`src/rtl/byte_cpu_pkg.sv`:
```
package byte_cpu_pkg;

  localparam int unsigned OPC_W = 8;

  typedef enum logic [OPC_W-1:0] {
    OP_LDI  = 8'h01,
    OP_ADD  = 8'h02,
    OP_SUB  = 8'h03,
    OP_JMP  = 8'h04,
    OP_JZ   = 8'h05,
    OP_HALT = 8'hFF
  } opcode_e;

  typedef enum logic [2:0] {
    ST_FETCH = 3'd0,
    ST_ARG1  = 3'd1,
    ST_ARG2  = 3'd2,
    ST_HALT  = 3'd3,
    ST_FAULT = 3'd4
  } cpu_state_e;

  typedef enum logic [1:0] {
    EX_NONE = 2'd0,
    EX_LDI  = 2'd1,
    EX_ADD  = 2'd2,
    EX_SUB  = 2'd3
  } exec_kind_e;

endpackage

```
`src/rtl/byte_cpu_rst_sync.sv`:
```
module byte_cpu_rst_sync (
  input  logic clk,
  input  logic rst_n,
  output logic rst_sync_n
);
  logic s1_q, s2_q;

  always_ff @(posedge clk or negedge rst_n) begin
    if (!rst_n) begin
      s1_q <= 1'b0;
      s2_q <= 1'b0;
    end else begin
      s1_q <= 1'b1;
      s2_q <= s1_q;
    end
  end

  assign rst_sync_n = s2_q;
endmodule

```
`src/rtl/byte_cpu_regfile.sv`:
```
module byte_cpu_regfile #(
  parameter int unsigned DATA_W = 8,
  parameter int unsigned NREG   = 4,
  localparam int unsigned IDX_W = (NREG > 1) ? $clog2(NREG) : 1
) (
  input  logic                   clk,
  input  logic                   rst_n,
  input  logic                   wr_en,
  input  logic [IDX_W-1:0]       wr_idx,
  input  logic [DATA_W-1:0]      wr_data,
  input  logic [IDX_W-1:0]       rd_idx_l,
  input  logic [IDX_W-1:0]       rd_idx_r,
  output logic [DATA_W-1:0]      rd_l,
  output logic [DATA_W-1:0]      rd_r,
  output logic [NREG*DATA_W-1:0] dump
);
  logic [DATA_W-1:0] regs [NREG];

  for (genvar g = 0; g < NREG; g++) begin : g_reg
    logic              en;
    logic [DATA_W-1:0] q;

    assign en = wr_en && (wr_idx == IDX_W'(g));

    always_ff @(posedge clk or negedge rst_n) begin
      if (!rst_n) begin
        q <= '0;
      end else if (en) begin
        q <= wr_data;
      end
    end

    assign regs[g] = q;
    assign dump[g*DATA_W +: DATA_W] = q;
  end

  assign rd_l = regs[rd_idx_l];
  assign rd_r = regs[rd_idx_r];
endmodule

```
`src/rtl/byte_cpu_alu.sv`:
```
module byte_cpu_alu #(
  parameter int unsigned DATA_W = 8
) (
  input  logic              is_sub,
  input  logic              operands_ok,
  input  logic [DATA_W-1:0] lhs,
  input  logic [DATA_W-1:0] rhs,
  output logic [DATA_W-1:0] result,
  output logic              carry_out,
  output logic              zero_out
);
  logic [DATA_W:0] wide;

  always_comb begin
    if (is_sub) begin
      wide = {1'b0, lhs} - {1'b0, rhs};
    end else begin
      wide = {1'b0, lhs} + {1'b0, rhs};
    end
    if (operands_ok) begin
      result    = wide[DATA_W-1:0];
      carry_out = wide[DATA_W];
    end else begin
      result    = '0;
      carry_out = 1'b0;
    end
    zero_out = (result == '0);
  end
endmodule

```
`src/rtl/byte_cpu_ctrl.sv`:
```
module byte_cpu_ctrl
  import byte_cpu_pkg::*;
#(
  parameter int unsigned DATA_W = 8,
  parameter int unsigned ADDR_W = 16
) (
  input  logic              clk,
  input  logic              rst_n,
  input  logic [DATA_W-1:0] mem_data,
  output logic [ADDR_W-1:0] pc,
  output exec_kind_e        kind,
  output logic [DATA_W-1:0] arg1,
  output logic              exec_stb,
  output logic              halted,
  output logic              fault
);
  cpu_state_e        state_q, state_d;
  logic [ADDR_W-1:0] pc_q, pc_d;
  exec_kind_e        kind_q, kind_d;
  logic [DATA_W-1:0] arg1_q, arg1_d;
  logic              fetch_en, kind_en, arg1_en;

  always_comb begin
    state_d  = state_q;
    kind_d   = kind_q;
    arg1_d   = arg1_q;
    pc_d     = pc_q + ADDR_W'(1);
    fetch_en = (state_q == ST_FETCH) || (state_q == ST_ARG1) || (state_q == ST_ARG2);
    kind_en  = (state_q == ST_FETCH);
    arg1_en  = (state_q == ST_ARG1);
    unique case (state_q)
      ST_FETCH: begin
        kind_d = EX_NONE;
        unique case (mem_data)
          DATA_W'(OP_LDI): begin kind_d = EX_LDI; state_d = ST_ARG1; end
          DATA_W'(OP_ADD): begin kind_d = EX_ADD; state_d = ST_ARG1; end
          DATA_W'(OP_SUB): begin kind_d = EX_SUB; state_d = ST_ARG1; end
          DATA_W'(OP_JMP),
          DATA_W'(OP_JZ):  state_d = ST_FETCH;
          DATA_W'(OP_HALT): state_d = ST_HALT;
          default:         state_d = ST_FAULT;
        endcase
      end
      ST_ARG1: begin
        arg1_d  = mem_data;
        state_d = ST_ARG2;
      end
      ST_ARG2: state_d = ST_FETCH;
      default: state_d = state_q;
    endcase
  end

  always_ff @(posedge clk or negedge rst_n) begin
    if (!rst_n) begin
      state_q <= ST_FETCH;
      pc_q    <= '0;
      kind_q  <= EX_NONE;
      arg1_q  <= '0;
    end else begin
      state_q <= state_d;
      if (fetch_en) pc_q   <= pc_d;
      if (kind_en)  kind_q <= kind_d;
      if (arg1_en)  arg1_q <= arg1_d;
    end
  end

  assign pc       = pc_q;
  assign kind     = kind_q;
  assign arg1     = arg1_q;
  assign exec_stb = (state_q == ST_ARG2);
  assign halted   = (state_q == ST_HALT);
  assign fault    = (state_q == ST_FAULT);
endmodule

```
`src/rtl/byte_cpu.sv`:
```
module byte_cpu
  import byte_cpu_pkg::*;
#(
  parameter int unsigned DATA_W = 8,
  parameter int unsigned ADDR_W = 16,
  parameter int unsigned NREG   = 4,
  localparam int unsigned IDX_W = (NREG > 1) ? $clog2(NREG) : 1
) (
  input  logic                   clk,
  input  logic                   rst_n,
  output logic [ADDR_W-1:0]      mem_addr,
  input  logic [DATA_W-1:0]      mem_data,
  output logic                   halted,
  output logic                   error,
  output logic [NREG*DATA_W-1:0] dbg_regs,
  output logic                   dbg_zero,
  output logic                   dbg_carry
);
  localparam logic [DATA_W-1:0] NREG_V = DATA_W'(NREG);

  logic              core_rst_n;
  exec_kind_e        kind;
  logic [DATA_W-1:0] arg1;
  logic              exec_stb;
  logic              dst_ok, src_ok, is_arith;
  logic              rf_we;
  logic [DATA_W-1:0] rf_wdata, rd_dst, rd_src;
  logic [DATA_W-1:0] alu_res;
  logic              alu_c, alu_z;
  logic              flag_en;
  logic              zero_q, zero_d, carry_q, carry_d;

  byte_cpu_rst_sync u_rst (
    .clk        (clk),
    .rst_n      (rst_n),
    .rst_sync_n (core_rst_n)
  );

  byte_cpu_ctrl #(.DATA_W(DATA_W), .ADDR_W(ADDR_W)) u_ctrl (
    .clk      (clk),
    .rst_n    (core_rst_n),
    .mem_data (mem_data),
    .pc       (mem_addr),
    .kind     (kind),
    .arg1     (arg1),
    .exec_stb (exec_stb),
    .halted   (halted),
    .fault    (error)
  );

  assign dst_ok   = (arg1 < NREG_V);
  assign src_ok   = (mem_data < NREG_V);
  assign is_arith = (kind == EX_ADD) || (kind == EX_SUB);

  byte_cpu_alu #(.DATA_W(DATA_W)) u_alu (
    .is_sub      (kind == EX_SUB),
    .operands_ok (dst_ok && src_ok),
    .lhs         (rd_dst),
    .rhs         (rd_src),
    .result      (alu_res),
    .carry_out   (alu_c),
    .zero_out    (alu_z)
  );

  always_comb begin
    rf_we    = exec_stb && dst_ok &&
               ((kind == EX_LDI) || (is_arith && src_ok));
    rf_wdata = (kind == EX_LDI) ? mem_data : alu_res;
    flag_en  = exec_stb && is_arith;
    zero_d   = alu_z;
    carry_d  = alu_c;
  end

  byte_cpu_regfile #(.DATA_W(DATA_W), .NREG(NREG)) u_rf (
    .clk      (clk),
    .rst_n    (core_rst_n),
    .wr_en    (rf_we),
    .wr_idx   (arg1[IDX_W-1:0]),
    .wr_data  (rf_wdata),
    .rd_idx_l (arg1[IDX_W-1:0]),
    .rd_idx_r (mem_data[IDX_W-1:0]),
    .rd_l     (rd_dst),
    .rd_r     (rd_src),
    .dump     (dbg_regs)
  );

  always_ff @(posedge clk or negedge core_rst_n) begin
    if (!core_rst_n) begin
      zero_q  <= 1'b0;
      carry_q <= 1'b0;
    end else if (flag_en) begin
      zero_q  <= zero_d;
      carry_q <= carry_d;
    end
  end

  assign dbg_zero  = zero_q;
  assign dbg_carry = carry_q;
endmodule

```
`config.mk`:
```
export PLATFORM = sky130hd
export DESIGN_NAME = byte_cpu
export DESIGN_NICKNAME = d
export VERILOG_FILES = /design/src/rtl/byte_cpu_pkg.sv /design/src/rtl/byte_cpu_rst_sync.sv /design/src/rtl/byte_cpu_regfile.sv /design/src/rtl/byte_cpu_alu.sv /design/src/rtl/byte_cpu_ctrl.sv /design/src/rtl/byte_cpu.sv
export SDC_FILE = /design/constraint.sdc
export NUM_CORES = 1
export LEC_CHECK = 0
export ABC_CLOCK_PERIOD_IN_PS = 2100
export BUFFER_PORTS_ARGS = -buffer_cell sky130_fd_sc_hd__buf_4
export CAP_MARGIN = 15
export CORE_MARGIN = 2
export CORE_UTILIZATION = 45
export DETAILED_ROUTE_END_ITERATION = 10
export PLACE_DENSITY = 0.68
export REMOVE_ABC_BUFFERS = 1
export SYNTH_ARGS = -nofsm -noshare
export SYNTH_HDL_FRONTEND = slang
export SYNTH_HIERARCHICAL = 1
export SYNTH_SLANG_ARGS = --single-unit
```
`constraint.sdc`:
```
create_clock -name clk -period 2.1 [get_ports clk]
set_clock_uncertainty 0.2 [all_clocks]
set_input_delay 0 -clock clk [delete_from_list [all_inputs] [get_ports clk]]
set_output_delay 0 -clock clk [all_outputs]
set_load 0.02 [all_outputs]
```
==> run metrics, run 1 <==
first-pass detailed-route iteration total 4; Die Area 9510 um2; EDFF count, synth 0; Die Wd 97.5 um; DRC viols 0; Synth cell types 60; pre-CTS setup slack -1.45 ns; number of diodes 0; most common cell in the netlist dfrtp_1; Worst VDD drop 0.501 mV; post-layout utilization of the core 66.2%; Leak 2.70 nW; Synth Warn # 6; status complete, but fails checks; Final period util 168%; failing checks setup timing; first-iteration detailed-routing DRC count 116; WS Path Type flip-flop to flip-flop; crit path max fanout 4; Combinational Power Share 23.9%; top_reg_cell synth dfrtp_1; Worst-path clk slew 0.07 ns; largest buffer count on any clock path 2; dpl cells 555; Hold/Removal Path Class input pin to flip-flop; Vias per Instance 5.42; final setup vio count 34; Critical Path AT 3.55 ns; clock root cell clkbuf_8; final WL 10.5 mm; row cnt 34; Critical Path End Type flip-flop; Post-Synthesis Cell Area 3940 um2; Overall Global Routing Usage 22.3%; total power 3.26 mW; crit path launch type flip-flop; Worst-Skew Late Latency 0.34 ns; clock power share 32.6%; die height 97.5 um; Synth top cells by count dfrtp_1 (65), mux2_2 (48), nor2_1 (17); Seq pwr share 43.5%; gp weighted congestion 0.809; Core Area 8590 um2; crit path time final 3.53 ns; vias in the first global route 3241; final hold viol count 0; switch share 29.5%; Post-Layout Cell Count 590; GRT overflow 0; max cap viols 0; area grow syn2layout 44.5%; # H-tree levels 3; Yosys top cell area share 41.3%; post-synthesis register bit count 65; total CTS buffers 9; cell taking the most area after synthesis dfrtp_1; port bufs 61; largest net degree at the start of global routing 64; Max Freq 0.283 GHz; first-pass GRT wire length 16.7 mm; sw power 964 uW; Via Count 3200; I/O Pins 62; RSZ-0062 raised after global routing true; fraction of layout cells with a size suffix above 1 57.3%; Final WS setup -1.43 ns; Post-Route Setup TNS -37.02 ns; Initial Utilization 45.8%; sequential area share after synthesis 41.3%; DP Wirelength 7.30 mm; DR WL/cell 17.8 um; nets 498; Critical Path RT 2.12 ns; Avg Cell Area, Syn 12.3 um2; internal power 2.30 mW; FFs w/ async S/R, synth 100%; Slew Viols, Final 0; Mapped Cells 320; Area contributors post-synth dfrtp_1 (41%), mux2_2 (14%), mux4_2 (9.2%); ANT nets after route 0; CTS sink count 65; initial antenna violation count 0; CTS tree built; PwrDens 574 nW/um2
[cell families after synthesis]
kind of cell,synth area share [%]
AND/OR/NAND/NOR,16.4
multiplexers,24.3
flip-flops,41.3
AO/OA/AOI/OAI,6.90
buffers and inverters,2.67
XOR/XNOR,4.67
adder cells (fa/ha/maj),3.69
other,0.0952
[placed cells by master (no fill, tap or decap), types with 4 or more instances in the layout]
| cell type | Yosys | layout |
|---|---|---|
| xor2_1 | 7 | 7 |
| nor3b_2 | 1 | 4 |
| nor2b_1 | 4 | 4 |
| dlygate4sd3_1 | 0 | 10 |
| mux2_1 | 4 | 4 |
| nand4_1 | 5 | 5 |
| xnor2_1 | 14 | 14 |
| dfrtp_1 | 65 | 64 |
| mux2_4 | 0 | 14 |
| mux4_2 | 16 | 16 |
| o21ai_1 | 3 | 4 |
| ha_4 | 0 | 4 |
| a21o_1 | 4 | 4 |
| inv_1 | 12 | 10 |
| ha_1 | 10 | 5 |
| mux2_2 | 48 | 34 |
| nand3_1 | 4 | 4 |
| nor3b_1 | 8 | 4 |
| nor2_1 | 17 | 15 |
| nand2_1 | 15 | 15 |
| buf_4 | 4 | 143 |
| clkbuf_8 | 0 | 10 |
[routing by layer]
metal / share of wire, % / up-vias / wire length (um) / GRT usage, %
met1: 44 / 1599 / 4620 / 29.1
met2: 50 / 64 / 5220 / 36.4
met4: 2.6 / 0 / 275 / 8.76
met3: 3.4 / 25 / 360 / 4.53
li1: - / 1512 / - / -
met5: 0 / - / 0 / 0
[power groups by stage]
stage	Combinational, mW	Clock, mW	Sequential, mW
floorplan	0.304	0	1.54
global placement	0.704	0	1.44
detailed placement	0.718	0	1.44
CTS	0.769	1.10	1.42
global route	0.839	1.15	1.43
finish	0.780	1.06	1.42
[state kept, by name, summed over array words and instances (netlist names)]
register,flops
dbg_carry,1
dbg_zero,1
u_ctrl/arg1,8
u_ctrl/kind,2
u_ctrl/pc,16
u_ctrl/state_q,3
u_rf/g.q,32
u_rst/rst_sync_n,1
u_rst/s1_q,1
[path summary, 6_finish.rpt]
check / startpoint / to / slack, ns / cells past startpoint
setup / recovery: u_rf/g_reg[2].q[0]$_DFFE_PN0P_ / u_rf/g_reg[1].q[6]$_DFFE_PN0P_ / -1.43 / 14
hold / removal: mem_data[0] / u_ctrl/arg1[0]$_DFFE_PN0P_ / 0.02 / 3
setup reg to reg: u_rf/g_reg[2].q[0]$_DFFE_PN0P_ / u_rf/g_reg[1].q[6]$_DFFE_PN0P_ / -1.43 / 14
hold reg to reg: u_rst/rst_sync_n$_DFF_PN0_ / u_ctrl/state_q[1]$_DFFE_PN0P_ / 0.07 / 1
max in group asynchronous: rst_n / u_rst/rst_sync_n$_DFF_PN0_ / 1.24 / 3
min in group asynchronous: u_rst/rst_sync_n$_DFF_PN0_ / u_ctrl/state_q[1]$_DFFE_PN0P_ / 0.07 / 1
[final cells by class]
type | count | area, um2
Fill cell | 655 | 2910
Multi-Input combinational cell | 232 | 2450
Sequential cell | 65 | 1630
Timing Repair Buffer | 157 | 1240
Clock buffer | 11 | 141
Tap cell | 108 | 135
Clock inverter | 5 | 55.1
Inverter | 12 | 45.0
[metrics by stage]
stage                     cell area, um2  hold WS (ns)
after floorplan                     3880        -0.496
after global placement              5070        -0.418
after detailed placement            5070        -0.417
after CTS                           5580      0.000527
after global routing                5690        0.0258
final                               5690        0.0178
[timing repair]
item / 4_1_cts / 5_1_grt
endpoints found under the hold margin: 37 / 0
endpoints found under the setup margin: 34 / 34
buffers inserted: 5 / 4
pin swaps: 17 / 15
hold buffers: 10 / 0
resized for setup: 40 / 16
[worst max-delay path, stage by stage (launching register included)]
cell	delay, ns
dfrtp_1	0.39
mux4_2	0.50
inv_2	0.09
ha_4	0.14
nand2b_4	0.07
nor2_4	0.08
nor2_2	0.04
xnor2_1	0.14
ha_1	0.36
a21o_1	0.23
a21oi_2	0.24
nand3_1	0.11
and3b_2	0.25
mux2_4	0.30
mux2_4	0.27
No activity file was read; power rests on OpenSTA's default activity.
==> run 2, diff against run 1 <==
- PLACE_DENSITY: 0.68 -> 0.69
==> run 2 against run 1 <==
Compared with the run above: the flow finishes with violations (hold timing, setup timing); die area did not move; first-iteration DRC count fell by 11%; global-route usage rose by 0.68 points; sequential cell count did not move; non-clock buffer count rose by 6; routed wire length rose by 3.1%; power fell by 2.1%; critical endpoint is now u_rf/g_reg[2].q[6]$_DFFE_PN0P_.
==> run metrics, run 2 (synthesized netlist as in run 1, its figures left out) <==
status complete, but fails checks; failing checks hold timing, setup timing; met2 GRT Util 37.0%; Post-DP Area 5070 um2; Hold/Removal Path Class input pin to flip-flop; dpl cells 556; commonest non-fill, non-tap cells in the layout buf_4 (145), dfrtp_1 (64), mux2_2 (31); max FFs per register 32; Critical Path AT 3.53 ns; pre-CTS setup slack -1.57 ns; gp weighted congestion 0.836; Critical Path Slowest Stage Cell mux4_2; Critical Path RT 2.12 ns; Worst VDD drop 0.361 mV; CTS tree built; Overall Global Routing Usage 22.9%; fillcell total 678; Top reg by flops u_rf/g.q; Core Area 8590 um2; DR WL/cell 18.1 um; initial antenna violation count 0; most used routing layer met2; DRC viols 0; final hold viol count 1; crit path max fanout 4; first-pass detailed-route iteration total 4; ANT nets after route 0; Leak 2.72 nW; I/O Pins 62; GRT overflow 0; total CTS buffers 9; Post-Route Setup TNS -37.87 ns; met3 GRT Util 3.60%; CTS sink count 65; crit path launch type flip-flop; area grow syn2layout 44.5%; Die Wd 97.5 um; post-layout utilization of the core 66.2%; largest stage delay on the critical path 0.53 ns; Critical Path End Type flip-flop; DP Wirelength 7.77 mm; Hold WS -0.00527 ns; Final period util 167%; clock root cell clkbuf_8; Final WS setup -1.42 ns; Worst-path clk slew 0.08 ns; PwrDens 562 nW/um2; Worst-Skew Late Latency 0.34 ns; # H-tree levels 3; die height 97.5 um; cell family with most CP delay multiplexers; RSZ-0062 raised after global routing true; port bufs 61; vias in the first global route 3171; crit path time final 3.52 ns; fraction of layout cells with a size suffix above 1 55.7%; first-pass GRT wire length 17.1 mm; Vias per Instance 5.36; WS Path Type flip-flop to flip-flop; Die Area 9510 um2; total power 3.19 mW; GRT met1 Usage 32.3%; Max Freq 0.284 GHz; largest buffer count on any clock path 2; max cap viols 0; nets 504; final setup vio count 35; final WL 10.8 mm; CP Cell Sequence mux4_2 -> inv_2 -> ha_4 -> mux2_4 -> fa_2 -> and2b_2 -> o2111ai_2 -> a21oi_1 -> and3b_2 -> mux2_4 -> mux2_4; row cnt 34; Initial Utilization 45.8%; Post-Layout Cell Count 596; CP most frequent cell mux2_4; Slew Viols, Final 0; first-iteration detailed-routing DRC count 103; design area 5690 um2; Via Count 3195; number of diodes 0; most common cell after layout, fill and taps aside buf_4; Crit path buffers/inverters 1; largest net degree at the start of global routing 64
-- run 2: cell types whose count changed in the layout (fill, tap and decap cells not counted), sizes merged --
cell | previous run | this run
buf | 147 | 152
clkbuf | 11 | 13
bufinv | 1 | 0
clkinvlp | 2 | 1
dlygate4sd3 | 10 | 11
-- run 2: worst paths after layout --
kind | cells past startpoint | slack [ns] | from | to
setup / recovery | 11 | -1.42 | u_rf/g_reg[3].q[0]$_DFFE_PN0P_ | u_rf/g_reg[2].q[6]$_DFFE_PN0P_
hold / removal | 4 | -0.005 | mem_data[4] | u_ctrl/state_q[1]$_DFFE_PN0P_
setup reg to reg | 11 | -1.42 | u_rf/g_reg[3].q[0]$_DFFE_PN0P_ | u_rf/g_reg[2].q[6]$_DFFE_PN0P_
hold reg to reg | 1 | 0.08 | u_rst/rst_sync_n$_DFF_PN0_ | u_ctrl/pc[5]$_DFFE_PN0P_
max in group asynchronous | 3 | 1.25 | rst_n | u_rst/rst_sync_n$_DFF_PN0_
min in group asynchronous | 1 | 0.08 | u_rst/rst_sync_n$_DFF_PN0_ | u_ctrl/pc[5]$_DFFE_PN0P_
-- run 2: power breakdown --
group          switching [mW]  leakage, nW  internal, mW  total, mW
clock network           0.469       0.0834         0.458      0.927
logic                   0.430         1.78         0.412      0.842
registers              0.0778        0.859          1.35       1.43
-- run 2: layout make-up --
| cell class | instances | area (um2) | share of cell area [%] |
|---|---|---|---|
| tap | 108 | 135 | 2.38 |
| inverter | 12 | 45.0 | 0.792 |
| timing repair buffer | 163 | 1290 | 22.6 |
| clock inverter | 3 | 17.5 | 0.308 |
| sequential | 65 | 1630 | 28.6 |
| clock buffer | 13 | 149 | 2.62 |
| multi-input combinational | 232 | 2430 | 42.7 |
-- run 2: worst register-to-register path, cell delays in order (launching register included) --
cell and delay (ns):
dfrtp_1 0.40, mux4_2 0.53, inv_2 0.09, ha_4 0.19, mux2_4 0.28, fa_2 0.38, and2b_2 0.25, o2111ai_2 0.13
a21oi_1 0.14, and3b_2 0.23, mux2_4 0.31, mux2_4 0.28
-- run 2: metal layers --
metal,part of all wire (%),up-vias
li1,-,1518
met1,45,1599
met2,49,63
met3,3.6,15
met4,1.6,0
met5,0,-
-- run 2: timing repair --
| action | CTS | global route |
|---|---|---|
| setup buffers | 8 | 5 |
| gates resized for setup | 37 | 17 |
| pin swaps | 17 | 15 |
| hold buffers | 11 | 2 |
| hold endpoints to repair | 35 | 11 |
| endpoints found under the setup margin | 34 | 35 |
